===== src/rtl/pcm_serial_pkg.sv =====
package pcm_serial_pkg;
  parameter int SAMPLE_W   = 24;
  parameter int SLOT_CNT_W = 6;
  localparam int SEL_W     = $clog2(SAMPLE_W);

  // Strobes from the control to the datapath, one system cycle wide.
  typedef struct packed {
    logic             launch;
    logic             sample;
    logic             slotStart;
    logic             leftSlot;
    logic             bitValid;
    logic             lastBit;
    logic [SEL_W-1:0] bitSel;
    logic             rxBit;
  } strobe_t;

  localparam logic [SLOT_CNT_W-1:0] LEN16 = SLOT_CNT_W'(16);
  localparam logic [SLOT_CNT_W-1:0] LEN20 = SLOT_CNT_W'(20);
  localparam logic [SLOT_CNT_W-1:0] LEN24 = SLOT_CNT_W'(24);

  function automatic logic [SLOT_CNT_W-1:0] wordBitsOf(input logic [3:0] code);
    case (code)
      4'd4:    return LEN20;
      4'd8:    return LEN24;
      default: return LEN16;
    endcase
  endfunction
endpackage


===== src/rtl/pcm_serial_ctrl.sv =====
module pcm_serial_ctrl
  import pcm_serial_pkg::*;
#(
  parameter int SYNC_STAGES = 2
) (
  input  logic       clk,
  input  logic       rstN,
  input  logic       bclkIn,
  input  logic       fclkIn,
  input  logic       rxdIn,
  input  logic       delayMode,
  input  logic       bclkInvert,
  input  logic       fclkInvert,
  input  logic [3:0] wordLen,
  output strobe_t    strobes
);
  localparam logic [SLOT_CNT_W-1:0] CNT_MAX = '1;

  logic [SYNC_STAGES-1:0] bSync, fSync, dSync;
  logic bNow, fNow, dNow, bPrev;
  logic primed, locked, fLast, leftQ;
  logic launchQ, sampleQ, startQ, rxBitQ;
  logic [SLOT_CNT_W-1:0] cnt;

  // All three pins pass through equal-depth synchronizers so that a frame
  // or data change made at a bit-clock edge is seen together with that edge.
  always_ff @(posedge clk) begin
    if (!rstN) begin
      bSync <= '0;
      fSync <= '0;
      dSync <= '0;
    end else begin
      bSync <= {bSync[SYNC_STAGES-2:0], bclkIn};
      fSync <= {fSync[SYNC_STAGES-2:0], fclkIn};
      dSync <= {dSync[SYNC_STAGES-2:0], rxdIn};
    end
  end

  assign bNow = bSync[SYNC_STAGES-1];
  assign fNow = fSync[SYNC_STAGES-1];
  assign dNow = dSync[SYNC_STAGES-1];

  logic riseEdge, fallEdge, launch, sample, frameEdge, leftLevel;
  assign riseEdge  = bNow & ~bPrev;
  assign fallEdge  = ~bNow & bPrev;
  assign launch    = bclkInvert ? riseEdge : fallEdge;
  assign sample    = bclkInvert ? fallEdge : riseEdge;
  assign frameEdge = launch & primed & (fNow != fLast);
  assign leftLevel = ~delayMode ^ fclkInvert;

  always_ff @(posedge clk) begin
    if (!rstN) begin
      bPrev   <= 1'b0;
      primed  <= 1'b0;
      locked  <= 1'b0;
      fLast   <= 1'b0;
      leftQ   <= 1'b0;
      cnt     <= CNT_MAX;
      launchQ <= 1'b0;
      sampleQ <= 1'b0;
      startQ  <= 1'b0;
      rxBitQ  <= 1'b0;
    end else begin
      bPrev   <= bNow;
      launchQ <= launch;
      sampleQ <= sample;
      startQ  <= frameEdge;
      rxBitQ  <= dNow;
      if (launch) begin
        primed <= 1'b1;
        fLast  <= fNow;
        if (frameEdge) begin
          cnt    <= '0;
          locked <= 1'b1;
          leftQ  <= (fNow == leftLevel);
        end else if (cnt != CNT_MAX) begin
          cnt <= cnt + 1'b1;
        end
      end
    end
  end

  // Bit position inside the word for the bit period now in progress.
  logic [SLOT_CNT_W-1:0] wordBits, delayExt, dPos, selFull;
  logic inWord;
  assign wordBits = wordBitsOf(wordLen);
  assign delayExt = {{(SLOT_CNT_W-1){1'b0}}, delayMode};
  assign dPos     = cnt - delayExt;
  assign inWord   = locked && (cnt >= delayExt) && (dPos < wordBits);
  assign selFull  = wordBits - SLOT_CNT_W'(1) - dPos;

  always_comb begin
    strobes.launch    = launchQ;
    strobes.sample    = sampleQ;
    strobes.slotStart = startQ;
    strobes.leftSlot  = leftQ;
    strobes.bitValid  = inWord;
    strobes.lastBit   = inWord && (dPos == wordBits - SLOT_CNT_W'(1));
    strobes.bitSel    = selFull[SEL_W-1:0];
    strobes.rxBit     = rxBitQ;
  end

  // a slot can start only after the counter has been primed by a launch
  assert_lock_after_prime_R7: assert property (@(posedge clk) disable iff (!rstN)
    startQ |-> locked && cnt == '0);
endmodule


===== src/rtl/pcm_serial_datapath.sv =====
module pcm_serial_datapath
  import pcm_serial_pkg::*;
(
  input  logic                clk,
  input  logic                rstN,
  input  strobe_t             strobes,
  input  logic                readMode,
  input  logic [SAMPLE_W-1:0] txSample,
  input  logic                txValid,
  input  logic                rxFull,
  output logic                txdOut,
  output logic                txPop,
  output logic                underflowPulse,
  output logic [SAMPLE_W-1:0] rxSample,
  output logic                rxLeft,
  output logic                rxPush,
  output logic                overflowPulse
);
  logic [SAMPLE_W-1:0] txWord, nextWord, shiftQ, shiftNext;
  logic txStart, loadNow;

  assign txStart   = ~readMode & strobes.launch & strobes.slotStart;
  assign loadNow   = txStart & txValid;
  assign nextWord  = loadNow ? txSample : txWord;
  assign shiftNext = {shiftQ[SAMPLE_W-2:0], strobes.rxBit};
  assign txPop     = loadNow;

  always_ff @(posedge clk) begin
    if (!rstN) begin
      txWord         <= '0;
      txdOut         <= 1'b0;
      underflowPulse <= 1'b0;
      shiftQ         <= '0;
      rxSample       <= '0;
      rxLeft         <= 1'b0;
      rxPush         <= 1'b0;
      overflowPulse  <= 1'b0;
    end else begin
      underflowPulse <= txStart & ~txValid;
      rxPush         <= 1'b0;
      overflowPulse  <= 1'b0;
      if (loadNow) txWord <= txSample;
      if (readMode) begin
        txdOut <= 1'b0;
      end else if (strobes.launch) begin
        txdOut <= strobes.bitValid ? nextWord[strobes.bitSel] : 1'b0;
      end
      if (readMode && strobes.launch && strobes.slotStart) begin
        shiftQ <= '0;
      end else if (readMode && strobes.sample && strobes.bitValid) begin
        shiftQ <= shiftNext;
        if (strobes.lastBit) begin
          if (rxFull) begin
            overflowPulse <= 1'b1;
          end else begin
            rxPush   <= 1'b1;
            rxSample <= shiftNext;
            rxLeft   <= strobes.leftSlot;
          end
        end
      end
    end
  end

  // the data pin stays quiet while receiving
  assert_tx_quiet_R9: assert property (@(posedge clk) disable iff (!rstN)
    readMode |=> !txdOut);
  // a push only follows a cycle in which the FIFO had room
  assert_push_not_full_R10: assert property (@(posedge clk) disable iff (!rstN)
    rxPush |-> $past(!rxFull));
  // a dropped word never shows up as a push
  assert_no_overflow_push_R10: assert property (@(posedge clk) disable iff (!rstN)
    overflowPulse |-> !rxPush);
  // an underflow leaves the held word untouched
  assert_underflow_keeps_word_R8: assert property (@(posedge clk) disable iff (!rstN)
    underflowPulse |-> txWord == $past(txWord));
  // at most one pop per slot start
  assert_single_pop_R7: assert property (@(posedge clk) disable iff (!rstN)
    txPop |=> !txPop);
  // one push per completed word
  assert_single_push_R9: assert property (@(posedge clk) disable iff (!rstN)
    rxPush |=> !rxPush);
endmodule


===== src/rtl/pcm_serial_port.sv =====
module pcm_serial_port
  import pcm_serial_pkg::*;
#(
  parameter int SYNC_STAGES = 2
) (
  input  logic                clk,
  input  logic                rstN,
  input  logic                bclkIn,
  input  logic                fclkIn,
  input  logic                rxdIn,
  output logic                txdOut,
  input  logic                delayMode,
  input  logic                bclkInvert,
  input  logic                fclkInvert,
  input  logic [3:0]          wordLen,
  input  logic                readMode,
  input  logic [SAMPLE_W-1:0] txSample,
  input  logic                txValid,
  output logic                txPop,
  output logic [SAMPLE_W-1:0] rxSample,
  output logic                rxLeft,
  output logic                rxPush,
  input  logic                rxFull,
  output logic                underflowPulse,
  output logic                overflowPulse
);
  strobe_t strobes;

  pcm_serial_ctrl #(.SYNC_STAGES(SYNC_STAGES)) uCtrl (
    .clk        (clk),
    .rstN       (rstN),
    .bclkIn     (bclkIn),
    .fclkIn     (fclkIn),
    .rxdIn      (rxdIn),
    .delayMode  (delayMode),
    .bclkInvert (bclkInvert),
    .fclkInvert (fclkInvert),
    .wordLen    (wordLen),
    .strobes    (strobes)
  );

  pcm_serial_datapath uData (
    .clk            (clk),
    .rstN           (rstN),
    .strobes        (strobes),
    .readMode       (readMode),
    .txSample       (txSample),
    .txValid        (txValid),
    .rxFull         (rxFull),
    .txdOut         (txdOut),
    .txPop          (txPop),
    .underflowPulse (underflowPulse),
    .rxSample       (rxSample),
    .rxLeft         (rxLeft),
    .rxPush         (rxPush),
    .overflowPulse  (overflowPulse)
  );

  // nothing leaves the block in the first cycle after reset
  assert_reset_quiet_R1: assert property (@(posedge clk)
    $past(!rstN) |-> !txPop && !rxPush && !underflowPulse && !overflowPulse && !txdOut);
endmodule


===== config.mk =====
export PLATFORM = sky130hd
export DESIGN_NAME = pcm_serial_port
export DESIGN_NICKNAME = d
export VERILOG_FILES = /design/src/rtl/pcm_serial_pkg.sv /design/src/rtl/pcm_serial_ctrl.sv /design/src/rtl/pcm_serial_datapath.sv /design/src/rtl/pcm_serial_port.sv
export SDC_FILE = /design/constraint.sdc
export NUM_CORES = 1
export LEC_CHECK = 0
export BUFFER_PORTS_ARGS = -buffer_cell sky130_fd_sc_hd__buf_2
export CAP_MARGIN = 20
export CELL_PAD_IN_SITES_DETAIL_PLACEMENT = 1
export CELL_PAD_IN_SITES_GLOBAL_PLACEMENT = 1
export CORE_UTILIZATION = 25
export CTS_CLUSTER_SIZE = 10
export DETAILED_ROUTE_END_ITERATION = 6
export PLACE_DENSITY = 0.51
export SYNTH_ARGS = -nofsm -noshare
export SYNTH_HDL_FRONTEND = slang
export SYNTH_SLANG_ARGS = --single-unit

===== constraint.sdc =====
create_clock -name clk -period 3.3 [get_ports clk]
set_clock_uncertainty 0.1 [all_clocks]
set_input_delay 0.99 -clock clk [delete_from_list [all_inputs] [get_ports clk]]
set_output_delay 0.99 -clock clk [all_outputs]
set_load 0.005 [all_outputs]

# Word level (Yosys, flattened, before mapping)
# Cells that the tools add are included.
# Widths: inputs -> output; s select.
classes:
  eq_ne: 6
  muxes: 11
  n_bitwise: 19
  order_cmp: 3
  add_sub_neg: 4
  n_reduce_logical: 14
op_table:
  columns: ["operator", "count"]
  rows:
  - ["$mux 24", 1]
  - ["$mux 6", 2]
  - ["$not 1->1", 10]
  - ["$and 1x1->1", 8]
  - ["$pmux 4 s2", 1]
  - ["$logic_and 1x1->1", 7]
  - ["$add 6x1->6 const B", 1]
  - ["$eq 6x6->1", 1]
  - ["$ge 6x1->1", 1]
  - ["$lt 5x6->1 const B", 1]
  - ["$lt 6x5->1", 1]
  - ["$mux 1", 6]
  - ["$ne 6x6->1 const B", 1]
  - ["$sub 5x1->6 const B", 1]
  - ["$sub 6x1->6", 1]
  - ["$bmux 1 s5", 1]
  - ["$sub 5x5->5", 1]
  - ["$eq 4x3->1 const B", 1]
  - ["$eq 4x4->1 const B", 1]
  - ["$reduce_and 2->1", 2]
  - ["$reduce_and 4->1", 1]
  - ["$reduce_or 2->1", 2]
  - ["$reduce_or 4->1", 1]
  - ["$reduce_bool 2->1", 1]
  - ["3 further kinds", 3]
word_totals:
  inputBits: 39
  output_inout_bits: 30
  register_bits: 97

# Logic depth before layout (Yosys ltp)
logic_depth:
  word_depth: 8
  mapped_depth: 14

# Cells and area by module
# From an unflattened synthesis, not the netlist that was laid out.
unflattened:
  hier_cells: 502
  area_unflattened_um2: 4357.9
by_module_without_submodules:
  columns: ["module", "area_per_inst_um2", "n_inst", "seq_area_each_um2", "cells_per_inst"]
  rows:
  - ["pcm_serial_datapath", 3161.8, 1, 1521.5, 363]
  - ["pcm_serial_ctrl", 1196.1, 1, 420.4, 139]

# Least setup slack after synthesis
# No wires, ideal clock.
synth_path:
  path_kind: "input port to flip-flop"
  start: "input wordLen[1]"
  end: "register uData.rxSample[10]"
  path_stages: 13
  setup_time_ps: 120
  required_time_ps: 3080
  setup_slack_ps: -239
  arrival_time_ps: 3319
  path_buffers: 2
  path_cell_list: "nor2_1 nand3b_1 ha_1 or2_2 inv_1 ha_1 clkbuf_1 and4_1 nand4b_2 a211o_2 clkbuf_1 o21ai_0 a21boi_1"
synth_via:
  elab_chain_len: 6
synth_lines:
  columns: ["element", "line", "text"]
  rows:
  - ["from (decl)", "pcm_serial_port.sv:15", "input logic [3:0] wordLen,"]
  - ["$eq 4x4->1 / $eq 4x3->1 (equally long branches)", "pcm_serial_pkg.sv:23", "case (code)"]
  - ["$pmux 4 s2 (*)", "pcm_serial_pkg.sv:23", null]
  - ["$sub 5x1->6 / $lt 6x5->1 (equally long branches)", null, null]
  - ["$eq 6x6->1 / $logic_and 1x1->1 (equally long branches)", "pcm_serial_ctrl.sv:98, pcm_serial_ctrl.sv:89", null]
  - ["$logic_and 1x1->1 (on tied branches)", "pcm_serial_ctrl.sv:98, pcm_serial_datapath.sv:50", null]
  - ["$reduce_and 4->1 (no source line) (*)", null, null]
  - ["to (signal assigned)", "pcm_serial_datapath.sv:57", "rxSample <= shiftNext;"]
  - ["to (decl)", "pcm_serial_datapath.sv:14", "output logic [SAMPLE_W-1:0] rxSample,"]
# Mark *: on every way between the ends. The rest lies on a longest branch, timed or not.
# A chain may end at the register's enable or synchronous reset.

# Worst setup path in the final report
layout_path:
  start: "input delayMode"
  end: "register uData.txdOut"
layout_via:
  elab_chain_len: 5
layout_lines:
  columns: ["element", "line", "text"]
  rows:
  - ["from (decl)", "pcm_serial_port.sv:12", "input logic delayMode,"]
  - ["$sub 6x1->6", "pcm_serial_ctrl.sv:88", "assign dPos = cnt - delayExt;"]
  - ["$sub 5x5->5", "pcm_serial_ctrl.sv:90", "assign selFull = wordBits - SLOT_CNT_W'(1) - dPos;"]
  - ["$bmux 1 s5", "pcm_serial_datapath.sv:46", "txdOut <= strobes.bitValid ? nextWord[strobes.bitSel] : 1'b0;"]
  - ["$mux 1 (implied by the code)", "pcm_serial_datapath.sv:46", null]
  - ["$mux 1 (*)", "pcm_serial_datapath.sv:46", null]
  - ["to (signal assigned)", "pcm_serial_datapath.sv:46", null]
  - ["to (decl)", "pcm_serial_datapath.sv:11", "output logic txdOut,"]
# Mark *: on every way between the ends. The rest lies on a longest branch, timed or not. The select of a mux whose other input is x is not followed.

==> results.yml <==
status:
  status: "completed"
synthesis:
  yosys_warnings: 0
  synth-edff-count: 0
  ys.flop_type: "dfxtp_1"
  synthXorXnorAreaFrac: 0.02514
  syn_inst: 493
  ys_types: 58
  synthSimpleGateAreaFrac: 0.2182
  syn_area_per_cell_sq_um: 8.885
  synth_top_family_by_area: "simple AND/OR/NAND/NOR gates"
  synth_mux_area_frac: 0.06341
  synth_seq_cells: 97
  synthAdderAreaFrac: 0.02571
  synth_compound_area_frac: 0.1754
  synthesis.area_sq_um: 4380
  async_reset_ff_frac: 0
  synth_seq_area_share: 0.4433
  syn-num-nets: 541
min_path:
  worstHoldStart: "uCtrl.dSync[1]$_SDFF_PN0_"
  hold_path_depth: 1
  holdPathEnd: "uCtrl.rxBitQ$_SDFF_PN0_"
  hold_path.class: "flip-flop to flip-flop"
clock_tree:
  htreeDepth: 3
  ctsHoldBuffers: 0
  clk_latency_ps: 350
  cts.sinks: 97
  cts_buffer_depth: 2
  tritoncts: "yes"
  cts-root-buf: "clkbuf_16"
  clkTransAtPathRegs_ps: 80
  cts_made_buffers: 9
cells_and_area:
  drive_above_1_share: 0.2612
  layout.cells.non_filler: 807
  nNetsFinal: 625
  area_growth_syn_to_layout_pct: 28.48
  antenna_cells: 0
place:
  gp_congestion: 0.7484
  place_ws_ps: -349.8
  dpl.cell_count: 784
  io_buffers: 68
  hpwl_mm: 8.141
global_routing:
  grt-ovfl-total: 0
  grt_first_pass_wirelength_mm: 19.15
  antenna_found_initial: 0
  grt_max_degree: 73
  grt_pass1_vias: 3776
  gr-usage-all-layers: 0.1353
timing:
  timing.slew.headroom: 0.4236
  fin_ws_ps: 171.8
  tightest_slew_ps: 862.4
  drv_slew: 0
  rsz0062_at_grt: "no"
  max_freq_ghz: 0.3197
  hold_slack_ps: 336.1
  post-route-period-util: 0.9480
  setup_viol: 0
  hold_violations: 0
  finalSetupTns_ps: 0
  post-route-min-period_ps: 3128
worst_setup_path:
  start_kind: "input pin"
  path_class: "input pin to flip-flop"
  crit_path_start: "delayMode"
  critPathCaptureType: "flip-flop"
  r2r-end: "uData.txdOut$_SDFFE_PP0P_"
  rr_startpoint: "uCtrl.cnt[0]$_SDFFE_PN1P_"
  reg2reg_depth: 12
  r2r_slack_ps: 470
  crit_path_max_fanout: 7
  critPathRequiredTime_ps: 3500
  worstPathArrival_ps: 3330
pwr:
  max-vdd-ir-drop_v: 0.0002295
  p_per_area_nw_per_um2: 430.3
  power_mw: 2.422
  leakagePower_nw: 2.229
floorplan:
  num_io_pins: 69
  dieArea_sq_um: 18060
  rows: 48
  design.core.area_sq_um: 17180
  initial_core_util: 0.2550
  die_h_um: 134.4
  dieWidth_um: 134.4
drt:
  vias: 3740
  drc: 0
  drt-pass1-iter-count: 4
  postRouteAntennaNets: 0
  wl_mm: 12.02
  wl_per_cell_um: 14.89
  drt_iter0_drc: 129
  vias_per_cell: 4.634
run:
  drv_cap: 0
## state kept, by name (all words and copies together) (netlist names), 2 cells and up
name and flops:
uCtrl.bSync 2, uCtrl.cnt 6, uCtrl.dSync 2, uCtrl.fSync 2
uData.rxSample 24, uData.shiftQ 23, uData.txWord 24
## how the worst max path moves through the flow
stage | endpoint | slack [ps] | depth (start not counted)
3_3_place_gp | uData.rxSample[10]$_SDFFE_PN0P_ | -290 | 14
2_1_floorplan | uData.rxLeft$_SDFFE_PN0P_ | 10 | 13
3_5_place_dp | uData.rxSample[1]$_SDFFE_PN0P_ | -350 | 14
5_1_grt | uData.rxSample[16]$_SDFFE_PN0P_ | 5 | 14
6_report | uData.txdOut$_SDFFE_PP0P_ | 170 | 12
4_1_cts | uData.rxSample[23]$_SDFFE_PN0P_ | 30 | 14
## report_power, final
group          switching (mW)  internal, mW  leakage [nW]  total (mW)
logic                  0.0552        0.0572          1.29       0.112
registers             0.00399          1.18         0.783        1.18
clock network           0.517         0.614         0.155        1.13
## per-layer routing
layer,vias to the layer above,GRT usage,wire length (um)
met4,0,0.04494,124
met2,38,0.2242,5858
met3,7,0.03137,294
met1,1822,0.1724,5742
li1,1873,-,-
met5,-,0,0
## cell families (layout without fill, tap and decap cells)
logic type	Yosys count	count (layout)
simple gates	187	187
compound gates	119	119
flops	97	97
buf+inv	46	135
mux	24	24
xor+xnor	11	11
fa+ha+maj	9	9
## what timing repair did
| item | 4_1_cts | 5_1_grt |
|---|---|---|
| endpoints found under the setup margin | 0 | 38 |
| gates resized for setup | 0 | 30 |
| setup buffers | 0 | 2 |
## cells in the mapped netlist (3+ instances only)
cell type  number  area share
nand2b_1        3      0.0043
xor2_1          4      0.0080
ha_1            9       0.026
mux4_2          3       0.015
and2_1         12       0.017
buf_2           9       0.010
nand2_1        87       0.075
buf_6           3      0.0077
nor3_1          3      0.0034
a21boi_1       24       0.041
a21boi_0       14       0.024
nor2b_1        16       0.023
nor2_1          8      0.0069
nand3b_1        4      0.0069
a21oi_1        28       0.032
and3_1          3      0.0043
o21ai_0        31       0.035
dfxtp_1        97        0.44
inv_1          12       0.010
clkbuf_1       20       0.017
xnor2_1         6       0.012
nand3_1        32       0.037
nand4_1         3      0.0043
mux2i_1        21       0.048
## metrics by stage
| stage | util | cell area (sq um) |
|---|---|---|
| after global routing | 0.3277 | 5628 |
| after global placement | 0.2995 | 5144 |
| final | 0.3277 | 5628 |
| after CTS | 0.3182 | 5465 |
| after detailed placement | 0.2995 | 5144 |
| after floorplan | - | 4441 |
## cells in the final DEF (no fill, tap or decap), drive strengths merged, types with 2 or more instances in the layout
cell type / n
buf: 104
dfxtp: 97
nand2: 87
a21boi: 38
o21ai: 33
nand3: 32
a21oi: 28
mux2i: 21
nor2b: 16
inv: 16
and2: 12
clkbuf: 12
ha: 9
nor2: 8
xnor2: 6
xor2: 4
nand3b: 4
nand2b: 3
nand4: 3
and3: 3
nor3: 3
mux4: 3
a211oi: 3
nand4b: 2
a21o: 2
or3b: 2
a31oi: 2
or2: 2
nor3b: 2
or3: 2
nor4: 2
and4: 2
## cell type report
class	count	area, sq um
Timing Repair Buffer	107	743.2
Tap cell	225	281.5
Clock buffer	9	225.2
Fill cell	2058	11550
Multi-Input combinational cell	350	2295
Inverter	12	45.04
Sequential cell	97	1942
Clock inverter	7	96.34
## critical path, cell delays in order
cell       delay [ps]
buf_2             120
ha_1              210
ha_1              210
xor2_1            180
ha_2              430
inv_1              80
buf_4             140
and4_1            180
a2111oi_2         350
buf_4             170
o22a_1            120
o311a_1           150
(Power assumes the default switching activity.)
